===== config.mk =====
export PLATFORM = sky130hd
export DESIGN_NAME = thermal_irq_unit
export DESIGN_NICKNAME = d
export VERILOG_FILES = /design/src/rtl/tti_pkg.sv /design/src/rtl/tti_regs.sv /design/src/rtl/tti_level_det.sv /design/src/rtl/tti_pending.sv /design/src/rtl/thermal_irq_unit.sv
export SDC_FILE = /design/constraint.sdc
export NUM_CORES = 1
export LEC_CHECK = 0
export CORE_MARGIN = 1
export CORE_UTILIZATION = 52
export CTS_CLUSTER_SIZE = 12
export DETAILED_ROUTE_END_ITERATION = 8
export PLACE_DENSITY_LB_ADDON = 0.08
export SYNTH_ARGS = -nofsm -noshare
export SYNTH_HDL_FRONTEND = slang
export SYNTH_SLANG_ARGS = --single-unit

===== constraint.sdc =====
create_clock -name clk -period 5.2 [get_ports clk]
set_input_delay 0.52 -clock clk [delete_from_list [all_inputs] [get_ports clk]]
set_output_delay 0.52 -clock clk [all_outputs]
set_load 0.005 [all_outputs]

===== src/rtl/tti_pkg.sv =====
package tti_pkg;

  localparam int CODE_W  = 8;
  localparam int NUM_LVL = 3;
  localparam int NUM_EVT = 2 * NUM_LVL;
  localparam int DATA_W  = 32;
  localparam int ADDR_W  = 3;

  localparam int CORE_BIT = 0;
  localparam int TRIP_BIT = 12;
  localparam int SEL_LSB  = 20;
  localparam int SEL_W    = 3;

  typedef enum logic [ADDR_W-1:0] {
    REG_CTRL = 3'd0,
    REG_STAT = 3'd1,
    REG_RISE = 3'd2,
    REG_FALL = 3'd3,
    REG_EN   = 3'd4,
    REG_PEND = 3'd5,
    REG_CLR  = 3'd6
  } reg_idx_e;

  // Bit position of compact event k in the enable/pending/clear layout.
  // Events 0..NUM_LVL-1 are rising, the rest falling.
  function automatic int evt_pos(input int k);
    if (k < NUM_LVL) return 4 * k;
    return 16 + 4 * (k - NUM_LVL);
  endfunction

  // Least significant bit of level i inside a threshold register.
  function automatic int thr_lsb(input int i);
    return 8 + CODE_W * i;
  endfunction

endpackage


===== src/rtl/tti_regs.sv =====
module tti_regs
  import tti_pkg::*;
(
  input  logic                            clk,
  input  logic                            rst_n,
  input  logic                            bus_sel,
  input  logic                            bus_wr,
  input  logic [ADDR_W-1:0]               bus_addr,
  input  logic [DATA_W-1:0]               bus_wdata,
  output logic [DATA_W-1:0]               bus_rdata,
  input  logic [CODE_W-1:0]               stat_code,
  input  logic [NUM_EVT-1:0]              pend_evt,
  output logic                            core_en,
  output logic                            trip_en,
  output logic [SEL_W-1:0]                sensor_sel,
  output logic [NUM_LVL-1:0][CODE_W-1:0]  rise_thr,
  output logic [NUM_LVL-1:0][CODE_W-1:0]  fall_thr,
  output logic [NUM_EVT-1:0]              en_evt,
  output logic [NUM_EVT-1:0]              clr_evt
);

  logic                           core_q, core_d;
  logic                           trip_q, trip_d;
  logic [SEL_W-1:0]               sel_q, sel_d;
  logic [NUM_LVL-1:0][CODE_W-1:0] rise_q, rise_d;
  logic [DATA_W-1:0]              fall_q, fall_d;
  logic [NUM_EVT-1:0]             en_q, en_d;
  logic                           wr_hit;
  logic [NUM_EVT-1:0]             wdata_evt;

  assign wr_hit = bus_sel & bus_wr;

  always_comb begin
    for (int k = 0; k < NUM_EVT; k++) wdata_evt[k] = bus_wdata[evt_pos(k)];
  end

  // next-state
  always_comb begin
    core_d  = core_q;
    trip_d  = trip_q;
    sel_d   = sel_q;
    rise_d  = rise_q;
    fall_d  = fall_q;
    en_d    = en_q;
    clr_evt = '0;
    if (wr_hit) begin
      case (reg_idx_e'(bus_addr))
        REG_CTRL: begin
          core_d = bus_wdata[CORE_BIT];
          trip_d = bus_wdata[TRIP_BIT];
          sel_d  = bus_wdata[SEL_LSB +: SEL_W];
        end
        REG_RISE: begin
          for (int i = 0; i < NUM_LVL; i++) rise_d[i] = bus_wdata[thr_lsb(i) +: CODE_W];
        end
        REG_FALL: fall_d  = bus_wdata;
        REG_EN:   en_d    = wdata_evt;
        REG_CLR:  clr_evt = wdata_evt;
        default: ;
      endcase
    end
  end

  // registers
  always_ff @(posedge clk or negedge rst_n) begin
    if (!rst_n) begin
      core_q <= 1'b0;
      trip_q <= 1'b0;
      sel_q  <= '0;
      rise_q <= '0;
      fall_q <= '0;
      en_q   <= '0;
    end else begin
      core_q <= core_d;
      trip_q <= trip_d;
      sel_q  <= sel_d;
      rise_q <= rise_d;
      fall_q <= fall_d;
      en_q   <= en_d;
    end
  end

  assign core_en    = core_q;
  assign trip_en    = trip_q;
  assign sensor_sel = sel_q;
  assign rise_thr   = rise_q;
  assign en_evt     = en_q;

  generate
    for (genvar i = 0; i < NUM_LVL; i++) begin : g_fall
      assign fall_thr[i] = fall_q[thr_lsb(i) +: CODE_W];
    end
  endgenerate

  // readback
  always_comb begin
    bus_rdata = '0;
    case (reg_idx_e'(bus_addr))
      REG_CTRL: begin
        bus_rdata[CORE_BIT]            = core_q;
        bus_rdata[TRIP_BIT]            = trip_q;
        bus_rdata[SEL_LSB +: SEL_W]    = sel_q;
      end
      REG_STAT: bus_rdata[CODE_W-1:0] = stat_code;
      REG_RISE: begin
        for (int i = 0; i < NUM_LVL; i++) bus_rdata[thr_lsb(i) +: CODE_W] = rise_q[i];
      end
      REG_FALL: bus_rdata = fall_q;
      REG_EN: begin
        for (int k = 0; k < NUM_EVT; k++) bus_rdata[evt_pos(k)] = en_q[k];
      end
      REG_PEND: begin
        for (int k = 0; k < NUM_EVT; k++) bus_rdata[evt_pos(k)] = pend_evt[k];
      end
      default: ;
    endcase
  end

endmodule


===== src/rtl/tti_level_det.sv =====
module tti_level_det #(
  parameter int CODE_W = 8
) (
  input  logic              clk,
  input  logic              rst_n,
  input  logic              smp_ok,
  input  logic [CODE_W-1:0] code,
  input  logic [CODE_W-1:0] rise_thr,
  input  logic [CODE_W-1:0] fall_thr,
  output logic              rise_evt,
  output logic              fall_evt
);

  logic at_rise, at_fall;
  logic hist_r_q, hist_r_d;
  logic hist_f_q, hist_f_d;

  assign at_rise = (code >= rise_thr);
  assign at_fall = (code >= fall_thr);

  assign rise_evt = smp_ok &  at_rise & ~hist_r_q;
  assign fall_evt = smp_ok & ~at_fall &  hist_f_q;

  // next-state: history only moves on accepted samples
  always_comb begin
    hist_r_d = hist_r_q;
    hist_f_d = hist_f_q;
    if (smp_ok) begin
      hist_r_d = at_rise;
      hist_f_d = at_fall;
    end
  end

  always_ff @(posedge clk or negedge rst_n) begin
    if (!rst_n) begin
      hist_r_q <= 1'b0;
      hist_f_q <= 1'b0;
    end else begin
      hist_r_q <= hist_r_d;
      hist_f_q <= hist_f_d;
    end
  end

  // a rising crossing cannot repeat on the very next cycle
  assert_no_double_rise_R5: assert property (@(posedge clk) disable iff (!rst_n)
    rise_evt |=> !rise_evt);

  // a falling crossing cannot repeat on the very next cycle
  assert_no_double_fall_R6: assert property (@(posedge clk) disable iff (!rst_n)
    fall_evt |=> !fall_evt);

endmodule


===== src/rtl/tti_pending.sv =====
module tti_pending #(
  parameter int NUM_EVT = 6
) (
  input  logic               clk,
  input  logic               rst_n,
  input  logic               core_en,
  input  logic [NUM_EVT-1:0] set_evt,
  input  logic [NUM_EVT-1:0] clr_evt,
  input  logic [NUM_EVT-1:0] en_evt,
  output logic [NUM_EVT-1:0] pend,
  output logic               irq
);

  logic [NUM_EVT-1:0] pend_q, pend_d;

  // next-state: set wins over clear in the same cycle
  always_comb begin
    pend_d = (pend_q & ~clr_evt) | set_evt;
  end

  always_ff @(posedge clk or negedge rst_n) begin
    if (!rst_n) pend_q <= '0;
    else        pend_q <= pend_d;
  end

  assign pend = pend_q;
  assign irq  = |(pend_q & en_evt);

  generate
    for (genvar k = 0; k < NUM_EVT; k++) begin : g_chk
      // pending holds until cleared, whatever the enables do
      assert_pend_sticky_R8: assert property (@(posedge clk) disable iff (!rst_n)
        (pend_q[k] && !clr_evt[k]) |=> pend_q[k]);
      // a clear without a coinciding set empties the bit
      assert_clear_R9: assert property (@(posedge clk) disable iff (!rst_n)
        (clr_evt[k] && !set_evt[k]) |=> !pend_q[k]);
      // a set is never lost, even against a clear
      assert_set_wins_R9: assert property (@(posedge clk) disable iff (!rst_n)
        set_evt[k] |=> pend_q[k]);
      // events only arise with the core enabled
      assert_set_gated_R7: assert property (@(posedge clk) disable iff (!rst_n)
        set_evt[k] |-> core_en);
    end
  endgenerate

endmodule


===== src/rtl/thermal_irq_unit.sv =====
module thermal_irq_unit
  import tti_pkg::*;
(
  input  logic              clk,
  input  logic              rst_n,
  input  logic              bus_sel,
  input  logic              bus_wr,
  input  logic [2:0]        bus_addr,
  input  logic [31:0]       bus_wdata,
  output logic [31:0]       bus_rdata,
  input  logic              smp_valid,
  input  logic [7:0]        smp_code,
  output logic [2:0]        sensor_sel,
  output logic              irq,
  output logic              trip
);

  localparam int TRIP_LVL = NUM_LVL - 1;

  // reset: asserted at once, released through two flops
  logic rst_ff1, rst_s;
  always_ff @(posedge clk or negedge rst_n) begin
    if (!rst_n) begin
      rst_ff1 <= 1'b0;
      rst_s   <= 1'b0;
    end else begin
      rst_ff1 <= 1'b1;
      rst_s   <= rst_ff1;
    end
  end

  logic                           core_en, trip_en, smp_ok;
  logic [NUM_LVL-1:0][CODE_W-1:0] rise_thr, fall_thr;
  logic [NUM_EVT-1:0]             en_evt, clr_evt, set_evt, pend_evt;
  logic [NUM_LVL-1:0]             rise_evt, fall_evt;
  logic [CODE_W-1:0]              code_q, code_d;

  assign smp_ok = smp_valid & core_en;

  tti_regs u_regs (
    .clk        (clk),
    .rst_n      (rst_s),
    .bus_sel    (bus_sel),
    .bus_wr     (bus_wr),
    .bus_addr   (bus_addr),
    .bus_wdata  (bus_wdata),
    .bus_rdata  (bus_rdata),
    .stat_code  (code_q),
    .pend_evt   (pend_evt),
    .core_en    (core_en),
    .trip_en    (trip_en),
    .sensor_sel (sensor_sel),
    .rise_thr   (rise_thr),
    .fall_thr   (fall_thr),
    .en_evt     (en_evt),
    .clr_evt    (clr_evt)
  );

  generate
    for (genvar i = 0; i < NUM_LVL; i++) begin : g_lvl
      tti_level_det #(.CODE_W(CODE_W)) u_det (
        .clk      (clk),
        .rst_n    (rst_s),
        .smp_ok   (smp_ok),
        .code     (smp_code),
        .rise_thr (rise_thr[i]),
        .fall_thr (fall_thr[i]),
        .rise_evt (rise_evt[i]),
        .fall_evt (fall_evt[i])
      );
      assign set_evt[i]           = rise_evt[i];
      assign set_evt[NUM_LVL + i] = fall_evt[i];
    end
  endgenerate

  tti_pending #(.NUM_EVT(NUM_EVT)) u_pend (
    .clk     (clk),
    .rst_n   (rst_s),
    .core_en (core_en),
    .set_evt (set_evt),
    .clr_evt (clr_evt),
    .en_evt  (en_evt),
    .pend    (pend_evt),
    .irq     (irq)
  );

  // status code: next-state and register
  always_comb begin
    code_d = code_q;
    if (smp_ok) code_d = smp_code;
  end

  always_ff @(posedge clk or negedge rst_s) begin
    if (!rst_s) code_q <= '0;
    else        code_q <= code_d;
  end

  assign trip = core_en & trip_en & (code_q >= rise_thr[TRIP_LVL]);

  // status code only moves on an accepted sample
  assert_stat_hold_R4: assert property (@(posedge clk) disable iff (!rst_s)
    !(smp_valid && core_en) |=> $stable(code_q));

  // no trip request without the core running
  assert_trip_needs_core_R10: assert property (@(posedge clk) disable iff (!rst_s)
    !core_en |-> !trip);

endmodule


Word level (Yosys, flattened, before mapping)

Index checks and enable logic that the tools add are counted.

Output and inout port bits: 37
Input port bits: 48
Bits in registers: 89
Logic and storage cells: 122

Reductions and logical operators: 12
Bitwise logic cells: 28
$lt $le $gt $ge: 19
Mux-type cells: 39
Equality and inequality tests: 6

Operator list:

| kind                | count |
|---|---|
| $ge 32x1->1 const B | 6 |
| $lt 32x7->1 const B | 6 |
| $mux 32             | 6 |
| $bwmux 32           | 4 |
| $and 32x32->32      | 2 |
| $ge 8x8->1          | 7 |
| $pmux 7 s4          | 2 |
| $pmux 9 s4          | 1 |
| $demux 1 s5         | 6 |
| $and 1x1->1         | 16 |
| $pmux 4 s4          | 1 |
| $pmux 3 s5          | 1 |
| $and 6x6->6         | 2 |
| $mux 3              | 4 |
| $mux 6              | 2 |
| $pmux 1 s5          | 2 |
| $eq 3x3->1 const B  | 3 |
| $mux 1              | 8 |
| $mux 4              | 2 |
| $reduce_and 2->1    | 4 |
| $eq 3x2->1 const B  | 2 |
| $logic_and 1x1->1   | 6 |
| $not 1->1           | 6 |
| $not 6->6           | 1 |
| other kinds (4)     | 4 |

Depth between registers and ports, before layout

Gate-level depths: netlist of run 1.

Word-level depth: 12
Depth in mapped cells: 7
Mapped depth without buffers: 6

Modules after synthesis

A second synthesis of run 1 with hierarchy kept.

Cells, all modules: 512
Area total of the unflattened synthesis: 5,700.5 sq um

By module, submodules not included:

| module                             | cells an instance | sequential area each (sq um) | instances | area each (sq um) |
|---|---|---|---|---|
| tti_regs                           | 258               | 1,676.6                      | 1         | 3,374.5 |
| tti_level_det (g_lvl[0].u_det ...) | 61                | 50.0                         | 2         | 509.2 |
| thermal_irq_unit                   | 50                | 250.2                        | 1         | 560.5 |
| tti_level_det (g_lvl[1].u_det)     | 60                | 50.0                         | 1         | 499.2 |
| tti_pending                        | 22                | 150.1                        | 1         | 247.7 |

Worst setup path before layout of run 1

No wires, ideal clock.

Path type: input port to output port
From: input port bus_addr[0]
To: output port bus_rdata[21]
Required time: 4,680 ps
Arrival: 1,333 ps
Slack: 3,347 ps
Cell stages on the path: 7
Path through: buf_4 -> buf_6 -> buf_2 -> nand2_1 -> o21ai_0 -> a22oi_1 -> nor2_1

Longest elaborated chain between the ends: 2
Elaborated cells between the ends (all ways): 6
Those cells by class: eq/ne (4); mux (1); reduce/logical (1)

Ends and longest elaborated chain:

| item                                     | RTL line               | RTL |
|---|---|---|
| from (decl)                              | thermal_irq_unit.sv:8  | `input logic [2:0] bus_addr,` |
| $eq 3x3->1, or another cell as far along | tti_regs.sv:98         | `case (reg_idx_e'(bus_addr))` |
| $pmux 3 s5 (*)                           | tti_regs.sv:98         |  |
| to (decl)                                | thermal_irq_unit.sv:10 | `output logic [31:0] bus_rdata,` |

Mark *: on every way between the ends. The rest lies on a longest branch, timed or not.

Worst setup path after layout of run 1

From: input port bus_addr[1]
To: output port bus_rdata[8]

Longest elaborated chain between the ends: 2
Elaborated cells between the ends (all ways): 5
Those cells by class: eq/ne (4); mux (1)

Ends and longest elaborated chain:

| item                                     | RTL line |
|---|---|
| $eq 3x3->1 or $eq 3x2->1 (tied branches) | tti_regs.sv:98 |
| $pmux 4 s4 (*)                           | tti_regs.sv:98 |

Marks and branches as above.

==> summary.md, run 1 <==
| Metric | Value |
|---|---|
| Run status | finished, final reports clean |
| Layout fillers | approximately 790 |
| IO buf count | between 80 and 90 |
| Top-area cell type share of the netlist area | roughly two fifths |
| Drt drc | 0 |
| P&R area growth vs syn | 20.0% |
| Post-synthesis sequential area ratio | 41.7% |
| Unrepaired setup endpoints after global routing | false |
| RePlAce Congestion | 0.821 |
| Synthesized flop and latch total | 89 |
| Width of the chip | 103 µm |
| Critical Path Fanout Max | 22 |
| XOR/XNOR Fraction of Synth Area | 0% |
| Setup Viol. Count Final | 0 |
| Post-Syn Instances | 517 |
| Vias in the first global route | ~3800 |
| Initial antenna violation count | 0 |
| Fin. Hold Viols | 0 |
| Core area | slightly below 0.01 mm² |
| Largest net degree at the start of global routing | slightly below 90 |
| Vias/cell | 5.38 |
| Rows | 36 |
| Skew final | between 10 and 15 ps |
| Cell family with most CP delay | buffers and inverters |
| Clock Root Buffer | clkbuf_8 |
| Max VDD drop | roughly 0.17 mV |
| Synth Area per Inst | between 10 and 15 µm² |
| Fin Setup TNS | 0 ps |
| Post-layout net count | approximately 700 |
| CTS tree | yes |
| Post-synth EDFFs | 0 |
| CP required | roughly 4700 ps |
| Num Clock Sinks | between 80 and 90 |
| Antenna Diode Count | 0 |
| Syn nets | between 600 and 700 |
| Setup ws final | roughly 1900 ps |
| Final ANT Viol Nets | 0 |
| Clk slew on worst S/H paths | about 100 ps |
| Sequential Power Share | 45.7% |
| Most used DFF post-synth | dfrtp_1 |
| Relative slew slack | around 25% |
| Largest family of logic cells by synthesized area | multiplexers |
| Most used cell, CP | clkdlybuf4s50_1 |
| Hold buffer count at CTS | 0 |
| CTS max path bufs | 2 |
| Dpl ws | 1840 ps |
| Max-cap viol count | 0 |
| Total GRT Usage | ~25% |
| CTS Buf Count | 9 |
| Max-slew violation count | 0 |
| Fmax | ~300 MHz |
| Lkg Pwr | around 0.0029 µW |
| Die area | roughly 0.011 mm² |
| CTS H-tree depth | 3 |
| Total number of vias | between 3000 and 4000 |
| Layout cells sized above 1 | around 14% |
| Worst Tran Pin Value | 1120 ps |
| Mux cell area share after synthesis | between 10% and 20% |
| Detailed Place HPWL | between 9 and 10 mm |
| Simple-gate share of the synthesized area | 10.9% |
| Synthesized area | roughly 0.0053 mm² |
| Setup CP Type | in -> out |
| Gr ovfl total | 0 |
| Critical-path cell list | clkdlybuf4s50_1, nand2b_4, o22ai_1, clkdlybuf4s50_1 |
| Drt first pass iters | 4 |
| Startpoint Class | input port |
| Final Critical Period | around 3300 ps |
| Pwr dens | between 300 and 400 mW/mm² |
| Die height | 103 µm |
| Gate power share | about a third |
| Starting Density | 54.2% |
| Number of I/O pins | 85 |
| WP data arrival | 2810 ps |
| Fin crit share | roughly 64% |
| HP Class | in -> async |
| Power share of the clock group | a little over a fifth |
| Final WL | 12.2 mm |
| Slowest library cell on the worst path | clkdlybuf4s50_1 |
| CP Capture Type | output port |
| Critical path's largest stage delay | 1100 ps |
| Async SR Flop Fraction | 100% |
| Post_cts resized | 0 |
| Iter 0 DRT Violations | 139 |
| Compound-Gate Fraction of Synth Area | roughly a tenth |
| Post-CTS Setup Bufs | 0 |
| Synth top area cells | dfrtp_1, ha_1, mux2_2 |
| Adder-cell share of the synthesized area | between 10% and 20% |
| Ys Warns | 0 |
| Switching power of the nets | between 700 and 800 µW |
| Switching portion of total power | 34.1% |
| Bufs and invs on worst path | 2 |
| Internal power | 1490 µW |
| Yosys cell types | 39 |
| First-pass GRT wire length | roughly 19 mm |
| Post-synth top area cell | dfrtp_1 |
| Clk_lat worst skew | 370 ps |
| WL/cell | approximately 17 µm |
-- cell usage after synthesis (6+ instances only) --
cell type	count
buf_6	8
inv_1	48
o21ai_0	52
a22oi_1	7
mux2_2	48
mux2i_1	32
nor3b_1	6
nor2_1	48
o22ai_1	6
a21oi_1	16
dfrtp_1	89
ha_1	56
nand2_1	45
-- stage by stage --
stage	hold WS [ps]	power [µW]	std cells	utilization, %	cell area [µm²]
2_1_floorplan	224	1490	517	-	5350
3_3_place_gp	338	1750	716	63.0	6210
3_5_place_dp	337	1780	716	63.0	6210
4_1_cts	286	2280	732	65.0	6410
5_1_grt	288	2440	732	65.0	6410
6_report	297	2270	732	65.0	6410
-- logic make-up after synthesis --
logic type               Yosys count
AO/OA/AOI/OAI                     94
adder cells (fa/ha/maj)           56
buffers and inverters             68
flip-flops                        89
multiplexers                      86
other                              1
AND/OR/NAND/NOR                  123
-- flip-flops by register name (all words and copies together), names as in the netlist --
name                  count
u_regs.fall_q            32
u_regs.rise_thr          24
code_q                    8
u_pend.pend               6
u_regs.en_evt             6
g_lvl.u_det.hist_f_q      3
g_lvl.u_det.hist_r_q      3
u_regs.sensor_sel         3
rst_ff1                   1
rst_s                     1
u_regs.core_en            1
u_regs.trip_en            1
-- power groups by stage --
stage	registers [µW]	clock network, µW	logic, µW
final	1040	500	731
after global routing	1060	533	838
after CTS	1040	504	739
after detailed placement	1050	0	732
after global placement	1040	0	707
after floorplan	998	0	495
-- layer usage --
metal	vias to the layer above	part of all wire, %	GRT usage (%)
met5	-	0	0
met4	0	1.3	8.13
met3	15	5.1	3.36
met2	103	45	38.9
met1	1875	49	34.9
li1	1946	-	-
-- cell usage in the layout, fill, tap and decap left out, drive strengths merged, types with 2 or more instances in the layout --
master,count
nand4,3
nor2,49
nor3,7
nand2b,4
buf,3
o21ai,52
o31ai,3
clkinvlp,2
o22ai,6
a22oi,7
clkdlybuf4s50,83
a21oi,16
dfrtp,89
or2,3
a22o,3
ha,56
mux2,53
clkbuf,9
inv,51
nand2,48
nor3b,6
mux2i,32
a211oi,6
-- worst paths after layout --
kind / slack (ps) / depth (start not counted) / startpoint / to
worst max-delay path: 1870 / 4 / bus_addr[1] / bus_rdata[8]
worst min-delay path: 300 / 1 / rst_n / rst_s$_DFF_PN0_
worst max register to register: 3180 / 4 / u_regs.core_en$_DFFE_PN0P_ / u_pend.pend[3]$_DFF_PN0_
worst min register to register: 360 / 0 / rst_ff1$_DFF_PN0_ / rst_s$_DFF_PN0_
max in group asynchronous: 3920 / 0 / rst_s$_DFF_PN0_ / u_regs.fall_q[12]$_DFFE_PN0P_
min in group clk: 360 / 0 / rst_ff1$_DFF_PN0_ / rst_s$_DFF_PN0_
-- cell type report --
cell class	count	area [µm²]	area share, %
clock inverter	7	76.3	1.19
timing repair buffer	86	851	13.3
inverter	48	180	2.81
clock buffer	9	124	1.93
tap	133	166	2.59
sequential	89	2230	34.8
multi-input combinational	360	2790	43.4
-- worst register-to-register path: cells and delay by family, from the launching register on --
kind / cells / cell delay (ps)
and+or+nand+nor: 2 / 720
DFF: 1 / 570
AOI/OAI and AO/OA: 2 / 680
No activity file was read; power rests on OpenSTA's default activity.
==> inputs of run 2 (changes only) <==
==> constraint.sdc (replaced) <==
create_clock -name clk -period 3.4 [get_ports clk]
set_input_delay 0.34 -clock clk [delete_from_list [all_inputs] [get_ports clk]]
set_output_delay 0.34 -clock clk [all_outputs]
set_load 0.005 [all_outputs]
==> run 2 against run 1 <==
Sequential power up 53%. Count of clock-buffer cells in the layout increased by 3. Flip-flop and latch count unchanged. Worst hold slack worse by 160 ps. Critical path depth unchanged. Via count is 0.56% higher. Global-route usage increased by 0.88 points. Combinational power increased by 53%. Clock skew fell by 2.4 ps. Worst setup slack got worse by 1200 ps.
==> summary.md, run 2 (same netlist as run 1, synthesis figures left out) <==
| Metric | Value |
|---|---|
| Setup CP Type | in -> out |
| Die area | ~0.011 mm² |
| Max VDD drop | ~0.32 mV |
| Fin crit share | 80.3% |
| Relative slew slack | 25.9% |
| Unrepaired setup endpoints after global routing | false |
| Rows | 36 |
| Num Clock Sinks | 89 |
| Max FFs per register | 32 |
| Drt first pass iters | 4 |
| HP Class | in -> async |
| Fin Setup TNS | 0 ps |
| Post-CTS Setup Bufs | 0 |
| Gate power share | around a third |
| CP Capture Type | output port |
| Final ANT Viol Nets | 0 |
| Startpoint Class | input port |
| Switching power of the nets | 1140 µW |
| CTS tree | yes |
| Total GRT Usage | between 20% and 30% |
| Gr ovfl total | 0 |
| RePlAce Congestion | 0.801 |
| Clk slew on worst S/H paths | around 90 ps |
| CTS Buf Count | 9 |
| Hold buffer count at CTS | 0 |
| Setup Viol. Count Final | 0 |
| Pwr dens | between 500 and 600 mW/mm² |
| Core area | 0.00986 mm² |
| Run status | finished, final reports clean |
| Sequential Power Share | about 46% |
| Worst Setup SP | bus_addr[1] |
| Max-cap viol count | 0 |
| CTS H-tree depth | 3 |
| Die height | roughly 100 µm |
| Most common cell after layout, fill and taps aside | dfrtp_1 |
| Reg2Reg Capture Point | u_pend.pend[5]$_DFF_PN0_ |
| Power share of the clock group | roughly a fifth |
| Starting Density | between 50% and 60% |
| Layout fillers | roughly 800 |
| First-pass GRT wire length | 20.1 mm |
| CTS max path bufs | 2 |
| Post_cts resized | 0 |
| Top reg by flops | u_regs.fall_q |
| Clock Root Buffer | clkbuf_8 |
| Most frequent cells in the layout | dfrtp_1, clkdlybuf4s50_1, ha_1 |
| Final Critical Period | roughly 2700 ps |
| Drt drc | 0 |
| Max-slew violation count | 0 |
| CP required | between 3000 and 4000 ps |
| Internal power | 2300 µW |
| Layout cells sized above 1 | between 10 and 15% |
| WL/cell | ~17 µm |
| P&R area growth vs syn | 20.2% |
| Detailed Place HPWL | 9.14 mm |
| Switching portion of total power | ~33% |
| WP data arrival | roughly 2400 ps |
| Skew final | ~12 ps |
| Vias in the first global route | 3973 |
| Worst Tran Pin Value | approximately 1100 ps |
| Post-layout net count | 700 |
| Antenna Diode Count | 0 |
| Fin. Hold Viols | 0 |
| Largest net degree at the start of global routing | between 80 and 90 |
| Clk_lat worst skew | around 350 ps |
| Number of I/O pins | 85 |
| Critical Path Fanout Max | 22 |
| Flop-to-flop setup slack | 1440 ps |
| Vias/cell | between 5 and 6 |
| Width of the chip | 103 µm |
| Worst reg2reg path startpoint | u_regs.core_en$_DFFE_PN0P_ |
| Initial antenna violation count | 0 |
| Fmax | about 370 MHz |
| Min Hold Slack | ~140 ps |
| Total number of vias | between 3000 and 4000 |
| Iter 0 DRT Violations | 159 |
| IO buf count | between 80 and 90 |
| Final WL | around 12 mm |
| Lkg Pwr | slightly below 0.003 µW |
| Worst reg2reg path depth | 4 |
run 2: cell count changes in the layout (fill, tap and decap cells not counted):
cell      previous run  this run
buf_4                2         4
clkinv_4             0         1
inv_6                3         0
clkbuf_1             0         2
clkbuf_8             9        10
clkinv_2             1         0
run 2: stage by stage:
stage	worst slack (ps)	util, %	instance area (µm²)	instances	power [µW]
after floorplan	738	-	5350	517	2280
after global placement	604	63.1	6230	718	2670
after detailed placement	654	63.1	6230	718	2730
after CTS	646	65.2	6430	734	3470
after global routing	509	65.2	6430	734	3720
final	670	65.2	6430	734	3440
run 2: routing by layer:
| metal | GRT usage (%) | part of all wire [%] | vias to the layer above |
|---|---|---|---|
| met5 | 0 | 0 | - |
| met4 | 6.93 | 0.75 | 0 |
| met3 | 3.76 | 5.8 | 6 |
| met2 | 40.6 | 46 | 105 |
| met1 | 36.3 | 48 | 1900 |
| li1 | - | - | 1950 |
run 2: final cells by class:
class	instances	area (µm²)	share of cell area, %
Sequential cell	89	2230	34.7
Clock buffer	12	145	2.26
Multi-Input combinational cell	360	2790	43.3
Clock inverter	4	53.8	0.837
Timing Repair Buffer	88	866	13.5
Tap cell	133	166	2.59
Inverter	48	180	2.80
run 2: worst max-delay path by stage:
stage / end / slack (ps) / cells past startpoint
2_1_floorplan: code_q[0]$_DFFE_PN0P_ / 740 / 0
3_3_place_gp: bus_rdata[20] / 600 / 5
3_5_place_dp: bus_rdata[20] / 650 / 5
4_1_cts: bus_rdata[20] / 650 / 5
5_1_grt: bus_rdata[20] / 510 / 5
6_report: bus_rdata[16] / 670 / 4
run 2: critical path: stages:
cell and delay (ps):
clkdlybuf4s50_1 910, nand2b_4 350, o22ai_1 250, clkdlybuf4s50_1 530
run 2: power by group through the flow:
stage / Combinational, µW / Clock (µW) / Sequential [µW]
finish: 1120 / 739 / 1590
global route: 1280 / 799 / 1630
CTS: 1120 / 753 / 1590
detailed placement: 1120 / 0 / 1610
global placement: 1080 / 0 / 1590
floorplan: 757 / 0 / 1530
==> inputs of run 3 (changes only) <==
==> constraint.sdc (replaced) <==
create_clock -name clk -period 2.6 [get_ports clk]
set_input_delay 0.26 -clock clk [delete_from_list [all_inputs] [get_ports clk]]
set_output_delay 0.26 -clock clk [all_outputs]
set_load 0.005 [all_outputs]
==> run 3 against run 2 <==
Cell count grew 1.4%. Clock skew shrank 4.7 ps. Via count up 2.2%. Flip-flop and latch count unchanged. Sequential share of layout area decreased by 0.69 points. Clock power is 47% higher. First-iteration DRC count fell by 18%. Cell area up 2.0%. Non-clock buffer count grew 10. Register-to-register slack got worse by 610 ps. Count of clock-buffer cells in the layout is 1 lower. Critical path depth increased by 3.
==> summary.md, run 3 (same netlist as run 1, synthesis figures left out) <==
| Metric | Value |
|---|---|
| Layout fillers | 813 |
| Final Critical Period | 2470 ps |
| Critical-path cell list | inv_1, ha_1, nand2b_1, a21oi_1, o21ai_1, a32o_1, clkdlybuf4s50_1 |
| Fin. Hold Viols | 0 |
| Startpoint Class | register |
| Max FFs per register | 32 |
| Clock Root Buffer | clkbuf_8 |
| Max VDD drop | 0.308 mV |
| Final ANT Viol Nets | 0 |
| Width of the chip | between 100 and 150 µm |
| Max-slew violation count | 0 |
| Antenna Diode Count | 0 |
| Fin Setup TNS | 0 ps |
| WL/cell | 17.6 µm |
| Layout cells sized above 1 | between 15 and 20% |
| Fin crit share | 94.9% |
| Core area | a little under 0.01 mm² |
| Run status | finished, final reports clean |
| Total number of vias | 4048 |
| Worst Tran Pin Value | roughly 590 ps |
| Setup Viol. Count Final | 0 |
| RePlAce Congestion | ~0.86 |
| Most frequent cells in the layout | dfrtp_1, clkdlybuf4s50_1, ha_1 |
| CP required | around 2300 ps |
| Critical path depth | 7 |
| Worst reg2reg path startpoint | u_regs.core_en$_DFFE_PN0P_ |
| Iter 0 DRT Violations | roughly 130 |
| CP Capture Type | output port |
| Max-cap viol count | 0 |
| Vias/cell | between 5 and 6 |
| CTS max path bufs | 2 |
| Unrepaired setup endpoints after global routing | false |
| Power share of the clock group | between 20% and 30% |
| Gate power share | about 33% |
| Starting Density | between 50 and 60% |
| CTS H-tree depth | 3 |
| Switching portion of total power | 33.0% |
| IO buf count | between 80 and 90 |
| Switching power of the nets | 1550 µW |
| Gr ovfl total | 0 |
| Rows | 36 |
| Die height | 103 µm |
| Largest net degree at the start of global routing | 47 |
| Die area | 0.0107 mm² |
| Internal power | ~3200 µW |
| Lkg Pwr | approximately 0.0030 µW |
| CTS Buf Count | 9 |
| Post-layout net count | around 700 |
| Skew final | 6.88 ps |
| Vias in the first global route | between 4000 and 5000 |
| Cell family with most CP delay | buffers and inverters |
| Relative slew slack | 60.8% |
| Design Power | roughly 4700 µW |
| HP Class | in -> async |
| Area of the multi-input gates | 0.00279 mm² |
| Reg2Reg Capture Point | u_pend.pend[4]$_DFF_PN0_ |
| Number of I/O pins | 85 |
| Sequential Power Share | approximately 44% |
| Fmax | around 410 MHz |
| Worst reg2reg path depth | 5 |
| Setup CP Type | reg -> out |
| CTS tree | yes |
| Critical Path Fanout Max | 3 |
| Total GRT Usage | 26.5% |
| Critical path's largest stage delay | roughly 460 ps |
| Flop-to-flop setup slack | approximately 830 ps |
| P&R area growth vs syn | 22.7% |
| Bufs and invs on worst path | 2 |
| FF/Latch Area | between 0.002 and 0.0025 mm² |
| Drt first pass iters | 4 |
| Pwr dens | 717 mW/mm² |
| WP data arrival | around 2200 ps |
| Initial antenna violation count | 0 |
| Num Clock Sinks | between 80 and 90 |
| Drt drc | 0 |
| Clk slew on worst S/H paths | ~90 ps |
| Top reg by flops | u_regs.fall_q |
| First-pass GRT wire length | about 21 mm |
| Most common cell after layout, fill and taps aside | dfrtp_1 |
| Clk_lat worst skew | 360 ps |
| Final WL | around 13 mm |
| Slowest library cell on the worst path | clkdlybuf4s50_1 |
| Detailed Place HPWL | around 10 mm |
==> run 3: worst max-delay path by stage <==
stage / from / endpoint / slack, ps
after global routing: code_q[0]$_DFFE_PN0P_ / trip / 20
after floorplan: rst_s$_DFF_PN0_ / code_q[0]$_DFFE_PN0P_ / 1100
after global placement: bus_addr[2] / bus_rdata[27] / 400
after CTS: code_q[0]$_DFFE_PN0P_ / trip / 20
final: code_q[0]$_DFFE_PN0P_ / trip / 130
after detailed placement: bus_addr[2] / bus_rdata[26] / 330
==> run 3: final cells by class <==
type | count | area share, %
Clock inverter | 5 | 1.18
Sequential cell | 89 | 34.0
Clock buffer | 11 | 2.31
Timing Repair Buffer | 98 | 14.7
Inverter | 48 | 2.75
Multi-Input combinational cell | 360 | 42.5
Tap cell | 133 | 2.54
==> run 3: what timing repair did <==
item / in CTS / in global routing
buffers inserted: 0 / 1
resized for setup: 0 / 1
hold buffers: 0 / 0
endpoints found under the setup margin: 0 / 1
==> run 3: power by group through the flow <==
stage	Sequential (µW)	Combinational [µW]	Clock, µW
after CTS	2080	1520	1110
after global placement	2090	1450	0
after detailed placement	2110	1510	0
after floorplan	1990	990	0
after global routing	2130	1730	1160
final	2080	1530	1090
==> run 3: per-layer routing <==
layer  GRT usage, %  vias up  wire, µm  share of wire, %
li1               -     1967         -                 -
met1           36.6     1959      6190                47
met2           42.8      108      6130                47
met3           3.49       14       575               4.4
met4           9.86        0       191               1.5
met5              0        -         0                 0
==> run 3: per-stage QoR <==
step	utilization [%]	instance area, µm²	hold WS [ps]	worst slack [ps]	cells
floorplan	-	5350	-35.6	1100	517
global placement	64.1	6320	339	403	727
detailed placement	64.1	6320	336	332	727
CTS	66.4	6550	40.7	24.5	743
global route	66.5	6560	50.1	22.8	744
finish	66.5	6560	50.6	133	744
==> run 3: worst register-to-register path, stage by stage (launching register included) <==
cell	delay (ps)
dfrtp_1	590
nand2_2	260
buf_4	250
or2_0	210
a211oi_2	220
a22o_1	180
